[config.mk]
export PLATFORM = sky130hd
export DESIGN_NAME = card_io_bridge
export DESIGN_NICKNAME = d
export VERILOG_FILES = /design/src/rtl/card_io_bridge_pkg.sv /design/src/rtl/bridge_line_sync.sv /design/src/rtl/bridge_pair_arbiter.sv /design/src/rtl/card_io_bridge.sv
export SDC_FILE = /design/constraint.sdc
export NUM_CORES = 1
export LEC_CHECK = 0
export CAP_MARGIN = 5
export CELL_PAD_IN_SITES_DETAIL_PLACEMENT = 0
export CELL_PAD_IN_SITES_GLOBAL_PLACEMENT = 2
export CORE_MARGIN = 10
export CORE_UTILIZATION = 25
export DETAILED_ROUTE_END_ITERATION = 10
export PLACE_DENSITY_LB_ADDON = 0.05
export SYNTH_ARGS = -nofsm -noshare
export SYNTH_HDL_FRONTEND = slang
export SYNTH_HIERARCHICAL = 1
export SYNTH_SLANG_ARGS = --single-unit
export TNS_END_PERCENT = 5
[constraint.sdc]
create_clock -name clk_i -period 1.9 [get_ports clk_i]
set_input_delay 0.285 -clock clk_i [delete_from_list [all_inputs] [get_ports clk_i]]
set_output_delay 0.285 -clock clk_i [all_outputs]
set_load 0.01 [all_outputs]
[src/rtl/card_io_bridge_pkg.sv]
package card_io_bridge_pkg;
    typedef enum logic [1:0] {
        DIR_NEUTRAL = 2'b00,
        DIR_CARD_SRC = 2'b01,
        DIR_HOST_SRC = 2'b10
    } dir_e;
endpackage

[src/rtl/bridge_line_sync.sv]
module bridge_line_sync #(
    parameter logic RESET_LEVEL = 1'b1
) (
    input  logic clk_i,
    input  logic rst_ni,
    input  logic line_i,
    output logic fell_o,
    output logic rose_o
);
    typedef struct packed {
        logic meta;
        logic stable;
        logic prev;
    } sync_t;

    sync_t s_d, s_q;

    always_comb begin
        s_d = s_q;
        s_d.meta = line_i;
        s_d.stable = s_q.meta;
        s_d.prev = s_q.stable;
    end

    always_ff @(posedge clk_i or negedge rst_ni) begin
        if (!rst_ni) s_q <= '{meta: RESET_LEVEL, stable: RESET_LEVEL, prev: RESET_LEVEL};
        else s_q <= s_d;
    end

    assign fell_o = s_q.prev & ~s_q.stable;
    assign rose_o = ~s_q.prev & s_q.stable;
endmodule

[src/rtl/bridge_pair_arbiter.sv]
module bridge_pair_arbiter
    import card_io_bridge_pkg::*;
(
    input  logic clk_i,
    input  logic rst_ni,
    input  logic active_i,
    input  logic card_fell_i,
    input  logic card_rose_i,
    input  logic host_fell_i,
    input  logic host_rose_i,
    output dir_e dir_o
);
    typedef struct packed {
        dir_e dir;
    } arb_t;

    arb_t a_d, a_q;

    always_comb begin
        a_d = a_q;
        if (!active_i) begin
            a_d.dir = DIR_NEUTRAL;
        end else begin
            unique case (a_q.dir)
                DIR_NEUTRAL: begin
                    if (card_fell_i) a_d.dir = DIR_CARD_SRC;
                    else if (host_fell_i) a_d.dir = DIR_HOST_SRC;
                end
                DIR_CARD_SRC: if (card_rose_i) a_d.dir = DIR_NEUTRAL;
                DIR_HOST_SRC: if (host_rose_i) a_d.dir = DIR_NEUTRAL;
                default: a_d.dir = DIR_NEUTRAL;
            endcase
        end
    end

    always_ff @(posedge clk_i or negedge rst_ni) begin
        if (!rst_ni) a_q <= '{dir: DIR_NEUTRAL};
        else a_q <= a_d;
    end

    assign dir_o = a_q.dir;
endmodule

[src/rtl/card_io_bridge.sv]
module card_io_bridge
    import card_io_bridge_pkg::*;
#(
    parameter int NUM_PAIRS = 3
) (
    input  logic                 clk_i,
    input  logic                 rst_ni,
    input  logic                 bridge_en_i,
    input  logic                 rx_on_i,
    input  logic [NUM_PAIRS-1:0] card_line_i,
    input  logic [NUM_PAIRS-1:0] host_line_i,
    output logic [NUM_PAIRS-1:0] card_pull_low_o,
    output logic [NUM_PAIRS-1:0] host_pull_low_o
);
    logic active;
    assign active = bridge_en_i & rx_on_i;

    for (genvar p = 0; p < NUM_PAIRS; p++) begin : g_pair
        logic card_fell, card_rose, host_fell, host_rose;
        dir_e dir;

        // contact lines sit low outside a session, host lines sit high
        bridge_line_sync #(.RESET_LEVEL(1'b0)) i_card_sync (
            .clk_i(clk_i), .rst_ni(rst_ni), .line_i(card_line_i[p]),
            .fell_o(card_fell), .rose_o(card_rose)
        );
        bridge_line_sync #(.RESET_LEVEL(1'b1)) i_host_sync (
            .clk_i(clk_i), .rst_ni(rst_ni), .line_i(host_line_i[p]),
            .fell_o(host_fell), .rose_o(host_rose)
        );
        bridge_pair_arbiter i_arb (
            .clk_i(clk_i), .rst_ni(rst_ni), .active_i(active),
            .card_fell_i(card_fell), .card_rose_i(card_rose),
            .host_fell_i(host_fell), .host_rose_i(host_rose),
            .dir_o(dir)
        );

        assign host_pull_low_o[p] = active & (dir == DIR_CARD_SRC);
        assign card_pull_low_o[p] = ~rx_on_i | (active & (dir == DIR_HOST_SRC));
    end
endmodule

==> Word level (Yosys, flattened, before mapping) <==
Cells that the tools add are included.
{ "word_totals": {"regBits": 24, "in_bits": 10, "output_inout_bits": 6, "elab_cells": 95} }
{ "op_classes": {"eq_ne": 15, "muxes": 18, "bitwise": 35, "n_reduce_logical": 6} }
{ "op_table": {"columns": ["op", "n"], "rows": [
  ["2-to-1 mux 2 bit", 15],
  ["AND 1 bit", 19],
  ["inequality test 3 bit (second input constant)", 6],
  ["case mux 2 bit (3 select lines)", 3],
  ["NOT 1 bit", 13],
  ["inequality test 4 bit (second input constant)", 3],
  ["AND reduction 3 bit", 3],
  ["equality test 2 x 1 -> 1 bit (second input constant)", 3],
  ["equality test 2 bit (second input constant)", 3],
  ["zero test 2 bit", 3],
  ["bitwise OR 1 bit", 3]
]} }

==> Depth between registers and ports, before layout <==
{ "depth": {"depth_word": 6, "depth_mapped": 4, "depth_no_buf": 4} }

==> Hierarchy <==
Netlist, hierarchy kept.
{ "by_module_without_submodules": {"columns": ["mod", "instances", "cells_each", "area_each_um2", "seq_area_each_um2"], "rows": [
  ["bridge_pair_arbiter", 3, 10, 105.1, 50.0],
  ["bridge_line_sync at g_pair[0].i_host_sync ...", 3, 5, 93.8, 78.8],
  ["bridge_line_sync at g_pair[0].i_card_sync ...", 3, 5, 90.1, 75.1],
  ["card_io_bridge", 1, 11, 76.3, 0.0]
]} }

==> Worst setup path before layout <==
No wires, ideal clock.
{ "synth_path": {"path_type": "flip-flop to flip-flop", "startpoint": "register g_pair[0].i_host_sync/s_q[0] (netlist bit)", "endpoint": "register g_pair[0].i_arb.a_q, in the netlist g_pair[0].i_arb/dir_o[1]", "setup_ns": 0.073, "arrival_ns": 1.073, "required_time_ns": 1.827, "slack_ns": 0.754, "stages_incl_launch_ff": 4, "path_buffers": 0, "synth_period_minus_slack_ns": 1.146, "path_cell_list": "dfstp_2 -> nor2b_1 -> or3b_1 -> a21oi_2"} }
{ "synth_via": {"word_cells_on_any_way": 6, "classes_between": "2 x eq/ne; 3 x bitwise; 1 x reduce/logical"} }
{ "synth_rtl": {"columns": ["item", "line", "rtl"], "rows": [
  ["start, declared", "bridge_line_sync.sv:16", "sync_t s_d, s_q;"],
  ["start signal, assigned", "bridge_line_sync.sv:26", "if (!rst_ni) s_q <= '{meta: RESET_LEVEL, stable: RESET_LEVEL, prev: RESET_LEVEL};"],
  ["AND 1 bit", "bridge_line_sync.sv:30", "assign fell_o = s_q.prev & ~s_q.stable;"],
  ["net g_pair[0].host_fell", "card_io_bridge.sv:19", "logic card_fell, card_rose, host_fell, host_rose;"],
  ["inequality test 4 bit (no source line)", null, null],
  ["AND reduction 3 bit (no source line)", null, null],
  ["end signal, assigned", "bridge_pair_arbiter.sv:37", "if (!rst_ni) a_q <= '{dir: DIR_NEUTRAL};"],
  ["end, declared", "bridge_pair_arbiter.sv:17", "arb_t a_d, a_q;"]
]} }
The timed path passes the listed nets, and every way through them passes these cells.
A chain may end at the register's enable or synchronous reset.

==> Worst setup path after layout <==
{ "layout_path": {"startpoint": "input bridge_en_i", "endpoint": "output card_pull_low_o[1]"} }
{ "layout_via": {"elab_chain_len": 3} }
{ "layout_rtl": {"columns": ["item", "line", "rtl"], "rows": [
  ["start, declared", "card_io_bridge.sv:8", "input logic bridge_en_i,"],
  ["AND 1 bit", "card_io_bridge.sv:16", "assign active = bridge_en_i & rx_on_i;"],
  ["AND 1 bit", "card_io_bridge.sv:39", "assign card_pull_low_o[p] = ~rx_on_i | (active & (dir == DIR_HOST_SRC));"],
  ["bitwise OR 1 bit", "card_io_bridge.sv:39", null],
  ["end, declared", "card_io_bridge.sv:12", "output logic [NUM_PAIRS-1:0] card_pull_low_o,"]
]} }
Every way passes these cells.

==> results.md <==
* Outcome: completed
* IO Count at 16
* Comb pwr share at 0.084
* Residual DRC at 0
* Most frequent cell after synthesis: dfrtp_1
* Gr usage total at 0.04980
* Mapped Area at 943.4 um2
* Max Clock Skew at 0.001834 ns
* Placer congestion estimate at 0.6529
* Setup TNS at 0 ns
* CP Capture Type: primary output
* P&R area growth vs syn at 27.98%
* Die height at 81.43 um
* CTS Root Cell: clkbuf_8
* Switching portion of total power at 0.2079
* Worst EP required at 1.62 ns
* Relative slew margins at 0.7967
* HP Class: reg -> reg
* Sequential fraction of the synthesis area at 0.6485
* Max-cap violations at 0
* Internal power at 0.0007361 W
* Initial antenna violation count at 0
* Maximum vdd ir drop at 0.3849 mV
* Synth unique cells at 15
* Total CTS buffers at 3
* Worst skew pair latency at 0.26 ns
* ANT nets after route at 0
* Max Slew Vio Count at 0
* Layout cells sized above 1 at 0.2935
* GR Overflow Total at 0
* Worst Tran Pin Value at 0.3049 ns
* Synthesized flop and latch total at 24
* Total Wirelength at 1.509 mm
* PwrDens at 769.7 nW/um2
* Core ar. at 3661 um2
* Cell Rows at 22
* Avg Inst Size Synth at 13.29 um2
* Max Clk Rate at 0.5508 GHz
* Clk buf depth at 2
* Post-synth EDFFs at 0
* Largest net degree at the start of global routing at 25
* CTS tree: done
* Port-buffer cells at 15
* Period minus WS final at 1.816 ns
* Vias at 547
* Critical-path top delay cell: clkdlybuf4s50_1
* Fin nets at 103
* Routed WL per cell at 10.78 um
* Critical-path maximum fanout at 4
* Worst-path clk slew at 0.08 ns
* Via-to-Cell Ratio at 3.907
* Chain of cells forming the critical path: clkdlybuf4s50_1 > nand3b_1 > nand2_1 > clkdlybuf4s50_1
* Clock H-tree levels at 1
* Startpoint types: primary input
* Crit share post-route at 0.9556
* WP data arrival at 1.53 ns
* Synth top area share at 0.3979
* Yosys Warn Count at 6
* Post-DP HPWL at 1.144 mm
* CP Class: in -> out
* Clock sinks at 24
* Final setup vio count at 0
* Top_reg_cell synth: dfrtp_1
* P_sw at 0.0001932 W
* CP delay by family, top: buffers and inverters
* Pleak at 0.4973 nW
* Starting Density at 0.2577
* Syn nets at 81
* RSZ-0062 raised after global routing: false
* Synth Instances at 71
* Final core utilization at 0.3298
* Die area at 6631 um2
* Register share of total power at 0.596
* Commonest cells post-synth: dfrtp_1 (15), nand2b_1 (12), dfstp_2 (9)
* Number of global-route vias before repair at 603
* Largest area contributor in the netlist: dfrtp_1
* Inserted Diodes at 0
* Final hold vios at 0
* Top post-synthesis cells by area: dfrtp_1 (40%), dfstp_2 (25%), nand2b_1 (8.0%)
* Die outline width at 81.43 um
* Detailed router's first-iteration violation count at 24
* Initial DRT Pass Iterations at 4
* Clk network pwr share at 0.320
* WP buf/inv at 2
* CP dominant cell by count: clkdlybuf4s50_1
* Ys async rst share at 1.000
* First-pass GRT wire length at 2.587 mm
* Crit path largest cell delay at 0.54 ns
-- layer usage --
layer  vias up  wire length, um  track usage
met4         0               17      0.03114
met3         2              133      0.02183
met5         -                0            0
met1       254              708      0.06072
met2        14              650      0.07030
li1        277                -            -
-- worst reg2reg max path, delay by kind of cell (launching register included) --
kind / cells / cell delay (ns)
AND/OR/NAND/NOR: 2 / 0.47
AO/OA/AOI/OAI: 1 / 0.13
flip-flops: 1 / 0.53
-- cells by family (layout without fill, tap and decap cells) --
| group | after synthesis | count (layout) | share of synthesized area |
|---|---|---|---|
| and+or+nand+nor | 38 | 38 | 0.2931 |
| AOI/OAI and AO/OA | 8 | 8 | 0.05438 |
| buffers and inverters | 1 | 22 | 0.003975 |
| DFF | 24 | 24 | 0.6485 |
-- worst paths after layout --
check | depth (start not counted) | endpoint | startpoint | slack, ns
min in group asynchronous | 2 | g_pair[2].i_card_sync/s_d[1] | rst_ni | 0.38
max in group asynchronous | 2 | g_pair[1].i_host_sync/s_q[0] | rst_ni | 1.24
max | 4 | card_pull_low_o[1] | bridge_en_i | 0.08
min reg2reg | 0 | g_pair[2].i_card_sync/s_d[0] | g_pair[2].i_card_sync/s_d[1] | 0.35
max reg2reg | 3 | g_pair[0].i_arb/dir_o[1] | g_pair[0].i_host_sync/s_q[0] | 0.71
min | 0 | g_pair[2].i_card_sync/s_d[0] | g_pair[2].i_card_sync/s_d[1] | 0.35
-- power groups by stage --
stage               Clock, W  Combinational [W]  Sequential (W)
floorplan                  0          0.0000360        0.000560
global placement           0          0.0000832        0.000563
detailed placement         0          0.0000827        0.000564
CTS                 0.000321          0.0000806        0.000555
global route        0.000332          0.0000883        0.000558
finish              0.000297          0.0000780        0.000554
-- registers in the layout (all words and copies together) (netlist names) --
register                flops
g_pair.i_arb/dir_o          6
g_pair.i_card_sync/s_d      6
g_pair.i_card_sync/s_q      3
g_pair.i_host_sync/s_d      6
g_pair.i_host_sync/s_q      3
-- cells in the final DEF (no fill, tap or decap), types with 5 or more instances in the layout --
cell and n:
and2b_2 6, clkdlybuf4s50_1 10, dfrtp_1 15, dfstp_2 9
dlygate4sd2_1 5, nand2b_1 12, nor2b_1 6
-- repair_timing --
action                                  in CTS  in global routing
buffers inserted                             0                  0
hold endpoints to repair                     0                  0
hold buffers                                 0                  0
resized for setup                            5                  0
endpoints found under the setup margin       5                  0
-- stage by stage --
stage	cells	instance area [um2]	power [W]	setup slack [ns]	hold slack [ns]
6_report	140	1207	0.0009293	0.08430	0.3537
5_1_grt	140	1207	0.0009785	0.03474	0.3583
4_1_cts	140	1207	0.0009571	0.07218	0.3577
3_5_place_dp	136	1169	0.0006471	-0.08709	0.3379
3_3_place_gp	136	1169	0.0006464	-0.04771	0.3325
2_1_floorplan	71	943.4	0.0005960	0.7535	-0.01059
-- area by class of cell --
| cell class | instances | area [um2] |
|---|---|---|
| Sequential cell | 24 | 611.8 |
| Timing Repair Buffer | 17 | 158.9 |
| Multi-Input combinational cell | 46 | 327.8 |
| Fill cell | 370 | 2454 |
| Tap cell | 48 | 60.06 |
| Inverter | 1 | 3.754 |
| Clock buffer | 4 | 45.04 |
Note: power is estimated with default switching activity, not from simulation.
